### src/rtl/spwm_pkg.sv
package spwm_pkg;
  typedef enum logic [1:0] {
    OP_WIDTH   = 2'd0,
    OP_ENABLE  = 2'd1,
    OP_PERIOD  = 2'd2,
    OP_DEFAULT = 2'd3
  } wr_op_e;
endpackage

### src/rtl/spwm_divider.sv
module spwm_divider #(
  parameter int DIV = 2
) (
  input  logic clk,
  input  logic rst_n,
  input  logic in_en,
  output logic out_en
);
  localparam int CW = (DIV > 1) ? $clog2(DIV) : 1;

  generate
    if (DIV > 1) begin : g_count
      logic [CW-1:0] cnt_q, cnt_d;
      logic          last;

      assign last   = (cnt_q == CW'(DIV - 1));
      assign out_en = in_en && last;

      always_comb begin
        cnt_d = cnt_q;
        if (in_en) cnt_d = last ? '0 : cnt_q + CW'(1);
      end

      always_ff @(posedge clk or negedge rst_n) begin
        if (!rst_n) cnt_q <= '0;
        else        cnt_q <= cnt_d;
      end


      div_pace_chk: assert property (@(posedge clk) disable iff (!rst_n)
        out_en |=> !out_en);
    end else begin : g_pass
      assign out_en = in_en;
    end
  endgenerate
endmodule

### src/rtl/spwm_timer.sv
module spwm_timer #(
  parameter int CNT_W   = 16,
  parameter int MIN_PER = 2500,
  parameter int MAX_PER = 62500,
  parameter int DEF_PER = 20000
) (
  input  logic             clk,
  input  logic             rst_n,
  input  logic             tick,
  input  logic             set_we,
  input  logic             dflt_we,
  input  logic [CNT_W-1:0] wdata,
  output logic [CNT_W-1:0] cnt
);
  localparam logic [CNT_W-1:0] MIN_V = CNT_W'(MIN_PER);
  localparam logic [CNT_W-1:0] MAX_V = CNT_W'(MAX_PER);
  localparam logic [CNT_W-1:0] DEF_V = CNT_W'(DEF_PER);

  logic [CNT_W-1:0] cnt_q, cnt_d, shd_q, shd_d, act_q, act_d, clamped;
  logic             fast_q, fast_d, at_zero;

  assign at_zero = (cnt_q == '0);
  assign clamped = (wdata < MIN_V) ? MIN_V : ((wdata > MAX_V) ? MAX_V : wdata);

  always_comb begin
    shd_d  = shd_q;
    fast_d = fast_q;
    if (set_we) begin
      shd_d = clamped;
      if (clamped < DEF_V) fast_d = 1'b1;
    end else if (dflt_we && !fast_q) begin
      shd_d = clamped;
    end
    cnt_d = cnt_q;
    act_d = act_q;
    if (tick) begin
      cnt_d = (cnt_q == act_q - CNT_W'(1)) ? '0 : cnt_q + CNT_W'(1);
      if (at_zero) act_d = shd_q;
    end
  end

  always_ff @(posedge clk or negedge rst_n) begin
    if (!rst_n) begin
      cnt_q  <= '0;
      shd_q  <= DEF_V;
      act_q  <= DEF_V;
      fast_q <= 1'b0;
    end else begin
      cnt_q  <= cnt_d;
      shd_q  <= shd_d;
      act_q  <= act_d;
      fast_q <= fast_d;
    end
  end

  assign cnt = cnt_q;


  period_range_chk: assert property (@(posedge clk) disable iff (!rst_n)
    (shd_q >= MIN_V) && (shd_q <= MAX_V));

  period_swap_chk: assert property (@(posedge clk) disable iff (!rst_n)
    !$stable(act_q) |-> $past(tick && at_zero));

  count_bound_chk: assert property (@(posedge clk) disable iff (!rst_n)
    cnt_q < act_q);

  fast_sticky_chk: assert property (@(posedge clk) disable iff (!rst_n)
    fast_q |=> fast_q);
endmodule

### src/rtl/spwm_channel.sv
module spwm_channel #(
  parameter int CNT_W = 16,
  parameter int MAX_W = 20000
) (
  input  logic             clk,
  input  logic             rst_n,
  input  logic             tick,
  input  logic [CNT_W-1:0] cnt,
  input  logic             width_we,
  input  logic             en_we,
  input  logic [CNT_W-1:0] wdata,
  output logic             pwm
);
  localparam logic [CNT_W-1:0] MAXW_V = CNT_W'(MAX_W);

  logic [CNT_W-1:0] shd_q, shd_d, cmp_q, cmp_d, cmp_eff;
  logic             en_q, en_d, out_q, out_d, at_zero;

  assign at_zero = (cnt == '0);
  assign cmp_eff = at_zero ? shd_q : cmp_q;

  always_comb begin
    shd_d = width_we ? ((wdata > MAXW_V) ? MAXW_V : wdata) : shd_q;
    en_d  = en_we ? wdata[0] : en_q;
    cmp_d = cmp_q;
    out_d = out_q;
    if (tick) begin
      if (at_zero) cmp_d = shd_q;
      if (cnt == cmp_eff) out_d = 1'b0;
      else if (at_zero)   out_d = en_q;
    end
  end

  always_ff @(posedge clk or negedge rst_n) begin
    if (!rst_n) begin
      shd_q <= '0;
      cmp_q <= '0;
      en_q  <= 1'b1;
      out_q <= 1'b0;
    end else begin
      shd_q <= shd_d;
      cmp_q <= cmp_d;
      en_q  <= en_d;
      out_q <= out_d;
    end
  end

  assign pwm = out_q;


  rise_at_zero_chk: assert property (@(posedge clk) disable iff (!rst_n)
    $rose(out_q) |-> $past(tick && at_zero));

  width_cap_chk: assert property (@(posedge clk) disable iff (!rst_n)
    shd_q <= MAXW_V);

  disabled_low_chk: assert property (@(posedge clk) disable iff (!rst_n)
    (tick && at_zero && !en_q) |=> !out_q);

  zero_width_low_chk: assert property (@(posedge clk) disable iff (!rst_n)
    (tick && at_zero && shd_q == '0) |=> !out_q);
endmodule

### src/rtl/servo_pwm_bank.sv
module servo_pwm_bank #(
  parameter int NUM_GRP    = 6,
  parameter int CH_PER_GRP = 2,
  parameter int CNT_W      = 16,
  parameter int GRP_DIV    = 2,
  parameter int TMR_DIV    = 80,
  parameter int MIN_PER    = 2500,
  parameter int MAX_PER    = 62500,
  parameter int DEF_PER    = 20000,
  parameter int MAX_W      = 20000,
  localparam int NUM_CH    = NUM_GRP * CH_PER_GRP,
  localparam int IDX_W     = (NUM_CH > 1) ? $clog2(NUM_CH) : 1
) (
  input  logic              clk,
  input  logic              rst_n,
  input  logic              wr_en,
  input  logic [1:0]        wr_op,
  input  logic [IDX_W-1:0]  wr_idx,
  input  logic [CNT_W-1:0]  wr_data,
  output logic [NUM_CH-1:0] pwm_out
);
  import spwm_pkg::*;

  logic [1:0] rst_sync_q;
  logic       rst_int_n;
  logic       base_en;
  logic       dflt_we;

  always_ff @(posedge clk or negedge rst_n) begin
    if (!rst_n) rst_sync_q <= 2'b00;
    else        rst_sync_q <= {rst_sync_q[0], 1'b1};
  end
  assign rst_int_n = rst_sync_q[1];

  assign dflt_we = wr_en && (wr_op == OP_DEFAULT);

  spwm_divider #(.DIV(GRP_DIV)) u_base_div (
    .clk(clk), .rst_n(rst_int_n), .in_en(1'b1), .out_en(base_en)
  );

  for (genvar g = 0; g < NUM_GRP; g++) begin : g_grp
    logic             tick;
    logic [CNT_W-1:0] cnt;
    logic             per_we;

    assign per_we = wr_en && (wr_op == OP_PERIOD) && (wr_idx == IDX_W'(g));

    spwm_divider #(.DIV(TMR_DIV)) u_tmr_div (
      .clk(clk), .rst_n(rst_int_n), .in_en(base_en), .out_en(tick)
    );

    spwm_timer #(
      .CNT_W(CNT_W), .MIN_PER(MIN_PER), .MAX_PER(MAX_PER), .DEF_PER(DEF_PER)
    ) u_timer (
      .clk(clk), .rst_n(rst_int_n), .tick(tick), .set_we(per_we),
      .dflt_we(dflt_we), .wdata(wr_data), .cnt(cnt)
    );

    for (genvar c = 0; c < CH_PER_GRP; c++) begin : g_ch
      localparam int CH = g * CH_PER_GRP + c;
      logic w_we, e_we;

      assign w_we = wr_en && (wr_op == OP_WIDTH)  && (wr_idx == IDX_W'(CH));
      assign e_we = wr_en && (wr_op == OP_ENABLE) && (wr_idx == IDX_W'(CH));

      spwm_channel #(.CNT_W(CNT_W), .MAX_W(MAX_W)) u_ch (
        .clk(clk), .rst_n(rst_int_n), .tick(tick), .cnt(cnt),
        .width_we(w_we), .en_we(e_we), .wdata(wr_data), .pwm(pwm_out[CH])
      );
    end
  end


  reset_low_chk: assert property (@(posedge clk)
    !rst_int_n |=> (pwm_out == '0));
endmodule

### config.mk
export PLATFORM = sky130hd
export DESIGN_NAME = servo_pwm_bank
export DESIGN_NICKNAME = d
export VERILOG_FILES = /design/src/rtl/spwm_pkg.sv /design/src/rtl/spwm_divider.sv /design/src/rtl/spwm_timer.sv /design/src/rtl/spwm_channel.sv /design/src/rtl/servo_pwm_bank.sv
export SDC_FILE = /design/constraint.sdc
export NUM_CORES = 1
export LEC_CHECK = 0
export BUFFER_PORTS_ARGS = -buffer_cell sky130_fd_sc_hd__buf_2
export CORE_UTILIZATION = 30
export CTS_CLUSTER_SIZE = 14
export DETAILED_ROUTE_END_ITERATION = 8
export PLACE_DENSITY = 0.45
export SLEW_MARGIN = 20
export SYNTH_ARGS = -nofsm -noshare
export SYNTH_HDL_FRONTEND = slang
export SYNTH_SLANG_ARGS = --single-unit
export TNS_END_PERCENT = 30
### constraint.sdc
create_clock -name clk -period 48.9 [get_ports clk]
set_clock_uncertainty 0.05 [all_clocks]
set_input_delay 9.78 -clock clk [delete_from_list [all_inputs] [get_ports clk]]
set_output_delay 9.78 -clock clk [all_outputs]
set_load 0.1 [all_outputs]
# Yosys cells after proc, flatten, opt, wreduce, memory -nomap -nowiden
# Cells that the tools add are included.
# word_totals
register_bits,747
in_bits,25
out_inout_bits,12
# classes
n_addsub,19
n_lt_le_gt_ge,4
n_eq_ne,38
n_mux,64
reduce_logical,102
# op_table
cell,n
two-way mux 16 bit,33
== test 16 bit,18
adder 16 x 1 -> 16 bit (second input constant),6
logical NOT 16 bit,6
subtractor 16 x 1 -> 16 bit (second input constant),6
AND reduction 2 bit,24
logical AND 1 bit,46
adder 7 x 1 -> 7 bit (second input constant),6
== test 7 bit (second input constant),6
two-way mux 7 bit,6
nonzero test 2 bit,18
two-way mux 1 bit,25
== test 4 x 3 -> 1 bit (second input constant),4
== test 4 bit (second input constant),4
greater-than comparator 16 x 15 -> 1 bit (second input constant),1
greater-than comparator 16 bit (second input constant),1
< comparator 16 x 12 -> 1 bit (second input constant),1
< comparator 16 x 15 -> 1 bit (second input constant),1
== test 4 x 2 -> 1 bit (second input constant),2
logical NOT 1 bit,6
== test 2 bit (second input constant),2
== test 4 x 1 -> 1 bit (second input constant),1
logical NOT 4 bit,1
== test 2 x 1 -> 1 bit (second input constant),1
2 further kinds,2

# Logic depth before layout (Yosys ltp)
# Gate-level depths: netlist of the first run.
# logic_depth
depth_word,5
ltp_mapped,12
depth_no_buf,10

# By module
# Synthesis of the first run repeated with hierarchy kept, for this count alone.
# hier_totals
hier_cells,4007
hier_area_um2,41507.3
# by_module_without_submodules
module,n_inst,cells_per_inst,area_per_inst_um2,seq_area_each_um2
spwm_channel,12,163,1789.2,852.1
spwm_timer at g_grp[0].u_timer ...,5,300,2890.3,1238.7
spwm_timer at g_grp[5].u_timer,1,278,2825.2,1238.7
spwm_divider at g_grp[0].u_tmr_div ...,6,36,387.9,175.2
servo_pwm_bank,1,54,391.6,50.0
spwm_divider at u_base_div,1,3,41.3,25.0

# Worst setup path after synthesis of the first run
# No wires, ideal clock.
# synth_timing
path_type,input -> register
startpoint,in wr_data[4]
endpoint,reg g_grp[0].u_timer.shd_q[2]
t_arrival_ns,11.483
t_required_ns,48.767
path_slack_ns,37.284
stages,7
path_cell_list,or3_1 o2111ai_1 nand2_1 a2111oi_4 a21oi_1 nor2b_1 o21ai_0
# synth_via
elab_chain_len,5
elab_cells_between_ends,6
cone_classes,order compare: 2; mux: 4
# synth_rtl
element,line,source
from (decl),servo_pwm_bank.sv:19,"input logic [CNT_W-1:0] wr_data,"
greater-than comparator 16 bit,spwm_timer.sv:23,assign clamped = (wdata < MIN_V) ? MIN_V : ((wdata > MAX_V) ? MAX_V : wdata);
two-way mux 16 bit,spwm_timer.sv:23,
two-way mux 16 bit (*),spwm_timer.sv:23,
two-way mux 16 bit,spwm_timer.sv:31,end else if (dflt_we && !fast_q) begin
two-way mux 16 bit (*),spwm_timer.sv:28,if (set_we) begin
to (signal assigned),spwm_timer.sv:45,shd_q <= DEF_V;
to (signal assigned),spwm_timer.sv:50,shd_q <= shd_d;
to (decl),spwm_timer.sv:19,"logic [CNT_W-1:0] cnt_q, cnt_d, shd_q, shd_d, act_q, act_d, clamped;"
# Every way passes the cells marked *; elsewhere a longest branch is shown, timed or not. The select of a mux whose other input is x is not followed.
# A chain may end at the register's enable or synchronous reset.

# Final worst setup path of the first run
# layout_timing
startpoint,in wr_data[12]
endpoint,reg g_grp[1].g_ch[1].u_ch.shd_q[11]
# layout_via
elab_chain_len,2
# layout_rtl
element,line,source
greater-than comparator 16 x 15 -> 1 bit,spwm_channel.sv:23,shd_d = width_we ? ((wdata > MAXW_V) ? MAXW_V : wdata) : shd_q;
two-way mux 16 bit,spwm_channel.sv:23,
to (signal assigned),spwm_channel.sv:36,shd_q <= '0;
to (signal assigned),spwm_channel.sv:41,shd_q <= shd_d;
to (decl),spwm_channel.sv:16,"logic [CNT_W-1:0] shd_q, shd_d, cmp_q, cmp_d, cmp_eff;"
# Every way passes these cells.

==> impl_results.md, run 1 <==
* Tightest Pin Transition at 1.20 ns
* Core area at 123000 µm²
* Max_cap viols at 0
* Critical path type: in2reg
* Required @ worst endpoint at 49.32 ns
* Die width at 355 µm
* Port bufs at 36
* Flop and latch count out of synthesis at 747
* Clock slew at reported path FFs at 0.05 ns
* CP Launch Type: input port
* Die H at 355 µm
* Largest net degree at the start of global routing at 161
* Static Leak at 18.1 nW
* All-Layer GR Usage at 16.8%
* Clock Tree Buf Depth at 3
* CTS tree: done
* Final worst path period share at 24.6%
* Vias at 25600
* Total Wirelength at 105 mm
* Ranking of synthesized cells by area: dfrtp_1, mux2_2, dfstp_2
* Drt via density at 4.92
* Most common flop cell mapped by yosys: dfrtp_1
* Setup bufs post-CTS at 0
* Vias in the first global route at 25500
* Synth cell count leaders: dfrtp_1, nand2_1, o21ai_0, mux2_2, xnor2_1
* Fin crit period at 12.01 ns
* Dpl ws at 36.27 ns
* CTS H-tree depth at 3
* Crit-path cells: buf_2 -> or2_2 -> a221oi_1 -> a31oi_1 -> nor2_2 -> o21ai_0
* Worst Path Max Fanout at 12
* Fmax at 83.2 MHz
* R2R depth at 11
* Synthesized area at 37300 µm²
* CP max-delay cell: nor2_2
* DRC violations left at 0
* Setup violations, final at 0
* Detailed Place HPWL at 70.7 mm
* CP max stage delay at 0.91 ns
* Hold buffers post-CTS at 0
* Peak supply drop at 0.0249 mV
* Num rows at 129
* Post-CTS Resized at 0
* Root Buffer: clkbuf_16
* 1st-pass router iterations at 7
* Syn Area/Cell at 10.5 µm²
* Setup ws final at 36.89 ns
* Status: complete, no violations
* Yosys top cell area share at 45.3%
* Skew-Pair Late Insertion Delay at 0.66 ns
* Die ar. at 126000 µm²
* First-pass GRT wire length at 164 mm
* Fill count at 12500
* Io pins at 37
* Largest area contributor in the synthesized netlist: dfrtp_1
* Layout cells sized above 1 at 18.5%
* Power Density at 34.6 nW/µm²
* Post-Syn Instances at 3563
* Final global-route overflow total at 0
* Worst rel slew slack at 20.1%
* Sink Count at 747
* Count leader, synth: dfrtp_1
* WL/cell at 20.2 µm
* Final Net Count at 3539
* Initial antenna violation count at 15
* Setup TNS at 0 ns
* First DRT Iteration DRCs at 1543
* Async SR Flop Fraction at 100%
* Synth unique cells at 83
* Area Overhead vs Synth at 12.6%
* Final Hold Violating Endpoints at 0
* RR Endpoint: g_grp[4].g_ch[0].u_ch.pwm
* Placer Congestion at 0.806
* DRT antenna net count at 0
* Hold WC Path Type: reg2reg
* WP data arrival at 12.43 ns
* Worst R2R Setup Slack at 44.76 ns
* Post-synth EDFFs at 0
* Total CTS buffers at 88
* RR Startpoint: g_grp[4].u_timer.cnt[0]
* Syn Nets at 3612
* Crit. End Element: flip-flop
* Unrepaired setup endpoints after global routing: no
* Crit path launch: wr_data[12]
* Synth warnings at 0
* Max Transition Viols Final at 0
* Starting density of the core at 30.2%
* Post-synthesis sequential area ratio at 50.3%
* CP endpoint: g_grp[1].g_ch[1].u_ch.shd_q[11]
[state kept, by name, indices dropped and copies added, names as in the netlist]
name                           count
g_grp.g_ch.u_ch.en_q              12
g_grp.u_timer.act_q               96
rst_sync_q                         2
u_base_div.g_count.cnt_q           1
g_grp.u_timer.cnt                 96
g_grp.g_ch.u_ch.cmp_q            192
g_grp.u_timer.shd_q               96
g_grp.g_ch.u_ch.pwm               12
g_grp.u_tmr_div.g_count.cnt_q     42
g_grp.g_ch.u_ch.shd_q            192
g_grp.u_timer.fast_q               6
[worst min path at each step]
stage	startpoint	end	slack, ns	cells past startpoint
floorplan	rst_sync_q[0]	rst_sync_q[1]	0.28	0
global placement	rst_sync_q[0]	rst_sync_q[1]	0.29	0
detailed placement	rst_sync_q[0]	rst_sync_q[1]	0.29	0
CTS	rst_sync_q[0]	rst_sync_q[1]	0.30	0
global route	rst_sync_q[0]	rst_sync_q[1]	0.32	0
finish	rst_sync_q[0]	rst_sync_q[1]	0.30	0
[cells in the final DEF, fill, tap and decap left out, drive strengths merged, types with 53 or more instances in the layout]
cell type / Yosys / layout
nand4: 62 / 62
nor3: 76 / 76
a21oi: 53 / 53
o21ai: 349 / 349
mux2i: 172 / 172
nor2: 180 / 180
mux2: 314 / 314
inv: 90 / 92
dfrtp: 675 / 675
nand3: 64 / 64
clkbuf: 178 / 134
xor2: 140 / 140
dfstp: 72 / 72
xnor2: 191 / 191
buf: 65 / 80
nor4: 69 / 69
nand2: 407 / 407
[final cells by class]
cell class | count | area [µm²] | share of cell area, %
inverters | 91 | 342 | 0.813
multi-input cells | 2482 | 17300 | 41.1
clock buffers | 134 | 2690 | 6.41
clock inverters | 29 | 340 | 0.810
repair buffers | 80 | 520 | 1.24
well taps | 1637 | 2050 | 4.87
diodes | 6 | 15.0 | 0.0357
flip-flops and latches | 747 | 18800 | 44.7
[per-stage QoR]
step	std cells	util [%]	hold slack [ns]	power [mW]	instance area (µm²)
final	5206	34.0	0.300	1.46	42000
after global routing	5202	34.0	0.321	1.52	42000
after CTS	5200	34.0	0.304	1.48	42000
after detailed placement	5037	31.5	0.290	0.782	39000
after global placement	5036	31.5	0.287	0.781	38900
after floorplan	3563	-	0.281	0.741	37300
[where the power goes]
group	total, mW	switching [mW]	internal (mW)
Sequential	0.682	0.0281	0.654
Clock	0.688	0.272	0.416
Combinational	0.0860	0.0540	0.0319
[per-layer routing]
metal	share of wire, %	vias up	wire length (µm)	global-route usage [%]
met3	4.1	154	4280	2.62
met1	48	12700	50800	23.9
li1	-	12300	-	-
met4	2.2	12	2300	5.01
met2	46	412	47900	26.3
met5	0.065	-	69	0
[critical path: cells and delay by family]
family / cells / cell delay, ns
AND/OR/NAND/NOR: 2 / 1.29
AO/OA/AOI/OAI: 3 / 1.15
buffers and inverters: 1 / 0.20
[cells by family after synthesis]
| kind of cell | after synthesis | synth area share (%) |
|---|---|---|
| buffers and inverters | 334 | 3.65 |
| AND/OR/NAND/NOR | 1058 | 14.1 |
| other | 1 | 0.0100 |
| XOR/XNOR | 331 | 7.77 |
| AO/OA/AOI/OAI | 582 | 9.29 |
| multiplexers | 486 | 14.1 |
| flip-flops | 747 | 50.3 |
| adder cells (fa/ha/maj) | 24 | 0.805 |
No activity file was read; power rests on OpenSTA's default activity.
==> inputs of run 2 (changes only) <==
PLACE_DENSITY = 0.46   (was 0.45)
clock period = 10.6 ns   (was 48.9 ns; I/O delays follow)
==> impl_results.md, run 2 (synthesized netlist as in run 1, its figures left out) <==
* RR Endpoint: g_grp[5].u_timer.act_q[7] (was g_grp[4].g_ch[0].u_ch.pwm)
* Port bufs at 36 (unchanged)
* DRT antenna net count at 0 (unchanged)
* Num rows at 129 (unchanged)
* Vias at 25800 (was 25600)
* Max Transition Viols Final at 0 (unchanged)
* Commonest non-fill, non-tap cell in the layout: dfrtp_1 (unchanged)
* Detailed Place HPWL at 68.3 mm (was 70.7 mm)
* Unrepaired setup endpoints after global routing: no (unchanged)
* Final Instance Area at 41900 µm² (was 42000 µm²)
* Hold buffers post-CTS at 0 (unchanged)
* Crit-path cells: buf_2 -> or2_2 -> nor3_1 -> a221oi_1 -> buf_4 -> a31oi_1 -> nand2b_1 -> o21ai_0 (was buf_2 -> or2_2 -> a221oi_1 -> a31oi_1 -> nor2_2 -> o21ai_0)
* DRC violations left at 0 (unchanged)
* Status: complete, no violations (unchanged)
* P_int at 4.99 mW (was 1.10 mW)
* Switching share of power at 24.3% (about the same)
* Placer Congestion at 0.809 (was 0.806)
* Worst Hold End: rst_sync_q[1] (unchanged)
* Area Overhead vs Synth at 12.4% (was 12.6%)
* Starting density of the core at 30.2% (unchanged)
* Drt via density at 4.97 (was 4.92)
* Static Leak at 18.1 nW (about the same)
* Sequential power share at 47.5% (was 46.9%)
* Clock share of power at 46.4% (was 47.2%)
* Crit. End Element: flip-flop (unchanged)
* CTS H-tree depth at 3 (unchanged)
* Worst R2R Setup Slack at 6.49 ns (was 44.76 ns)
* Die width at 355 µm (unchanged)
* Fill count at 12500 (about the same)
* Final worst path period share at 40.7%
* Final Hold Violating Endpoints at 0 (unchanged)
* Critical path type: in2reg (unchanged)
* Max_cap viols at 0 (unchanged)
* WP data arrival at 4.75 ns (was 12.43 ns)
* Initial antenna violation count at 17 (was 15)
* WL/cell at 20.0 µm (was 20.2 µm)
* Top Registers: g_grp.g_ch.u_ch.cmp_q: 192 flops, g_grp.g_ch.u_ch.shd_q: 192 flops (unchanged)
* R2R depth at 8 (was 11)
* Net load switching power at 1.60 mW (was 0.354 mW)
* Worst Path Max Fanout at 13 (was 12)
* All-Layer GR Usage at 16.6% (was 16.8%)
* Total CTS buffers at 87 (was 88)
* Fmax at 232 MHz
* First DRT Iteration DRCs at 1582 (was 1543)
* CTS tree: done (unchanged)
* Hold WC Path Type: reg2reg (unchanged)
* Sink Count at 747 (unchanged)
* Io pins at 37 (unchanged)
* Largest net degree at the start of global routing at 178 (was 161)
* Skew-Pair Late Insertion Delay at 0.65 ns (was 0.66 ns)
* Post-CTS Resized at 0 (unchanged)
* Final global-route overflow total at 0 (unchanged)
* CP max-delay cell: nand2b_1 (was nor2_2)
* Worst rel slew slack at 22.0% (was 20.1%)
* Area of placed instances at 39000 µm² (about the same)
* First-pass GRT wire length at 162 mm (was 164 mm)
* Die H at 355 µm (unchanged)
* Setup bufs post-CTS at 0 (unchanged)
* 1st-pass router iterations at 5 (was 7)
* Die ar. at 126000 µm² (unchanged)
* Min-Delay Path Depth at 0 (unchanged)
* Hold Path Origin: rst_sync_q[0] (unchanged)
* Clock Tree Buf Depth at 3 (unchanged)
* Total Wirelength at 104 mm (was 105 mm)
* Setup TNS at 0 ns (unchanged)
* CP max stage delay at 0.82 ns (was 0.91 ns)
* Required @ worst endpoint at 11.03 ns (was 49.32 ns)
* Tightest Pin Transition at 1.17 ns (was 1.20 ns)
* Power Density at 157 nW/µm² (was 34.6 nW/µm²)
* CP Launch Type: input port (unchanged)
* Final Net Count at 3535 (was 3539)
* Layout cells sized above 1 at 18.4% (was 18.5%)
* Peak supply drop at 0.121 mV (was 0.0249 mV)
* Combinational cell fraction of total power at 6.1% (was 5.9%)
* RR Startpoint: g_grp[5].u_timer.cnt[0] (was g_grp[4].u_timer.cnt[0])
* Fin crit period at 4.32 ns
* Clock slew at reported path FFs at 0.06 ns (was 0.05 ns)
* Setup violations, final at 0 (unchanged)
* Core area at 123000 µm² (unchanged)
* Commonest cells after routing, fill and taps aside: dfrtp_1, nand2_1, o21ai_0 (unchanged)
* Vias in the first global route at 25400 (was 25500)
* Root Buffer: clkbuf_16 (unchanged)
## run 2: worst max-delay path by stage
stage	to	slack [ns]	cells after the start	from
after floorplan	g_grp[0].g_ch[0].u_ch.cmp_q[0]	3.38	0	rst_sync_q[1]
after global placement	g_grp[2].g_ch[1].u_ch.shd_q[12]	5.66	8	wr_data[12]
after detailed placement	g_grp[5].g_ch[1].u_ch.shd_q[12]	5.66	8	wr_data[12]
after CTS	g_grp[1].g_ch[1].u_ch.shd_q[12]	6.35	8	wr_data[12]
after global routing	g_grp[2].g_ch[0].u_ch.shd_q[12]	6.12	8	wr_data[12]
final	g_grp[0].g_ch[0].u_ch.shd_q[12]	6.28	8	wr_data[12]
## run 2: critical path, delay by kind of cell
kind / cells / cell delay [ns]
buffers and inverters: 2 / 0.38
AO/OA/AOI/OAI: 3 / 0.78
AND/OR/NAND/NOR: 3 / 1.45
## run 2: layout make-up
type	count	area [µm²]	area share, %
sequential	747	18800	44.8
multi-input combinational	2482	17300	41.2
clock buffer	142	2770	6.60
tap	1637	2050	4.88
timing repair buffer	77	538	1.28
inverter	91	342	0.815
clock inverter	18	160	0.382
antenna	1	2.50	0.00597
## run 2: power by group through the flow
| stage | logic, mW | clock network [mW] | registers (mW) |
|---|---|---|---|
| floorplan | 0.246 | 0 | 3.17 |
| global placement | 0.403 | 0 | 3.18 |
| detailed placement | 0.408 | 0 | 3.19 |
| CTS | 0.409 | 3.17 | 3.14 |
| global route | 0.456 | 3.28 | 3.15 |
| finish | 0.399 | 3.06 | 3.13 |
## run 2: metrics by stage
| stage | cells | total power [mW] | hold WS [ns] | util, % | setup WS, ns |
|---|---|---|---|---|---|
| 6_report | 5195 | 6.59 | 0.298 | 34.0 | 6.28 |
| 5_1_grt | 5194 | 6.89 | 0.309 | 34.0 | 6.12 |
| 4_1_cts | 5194 | 6.71 | 0.299 | 33.9 | 6.35 |
| 3_5_place_dp | 5034 | 3.59 | 0.286 | 31.6 | 5.66 |
| 3_3_place_gp | 5034 | 3.59 | 0.287 | 31.6 | 5.66 |
| 2_1_floorplan | 3563 | 3.41 | 0.281 | - | 3.38 |
## run 2: layer usage
metal / part of all wire (%) / global-route usage, % / vias to the layer above
met4: 2.3 / 4.53 / 10
met3: 4.4 / 2.69 / 152
met5: 0.059 / 0 / -
met2: 45 / 25.6 / 459
met1: 48 / 23.8 / 12900
li1: - / - / 12300
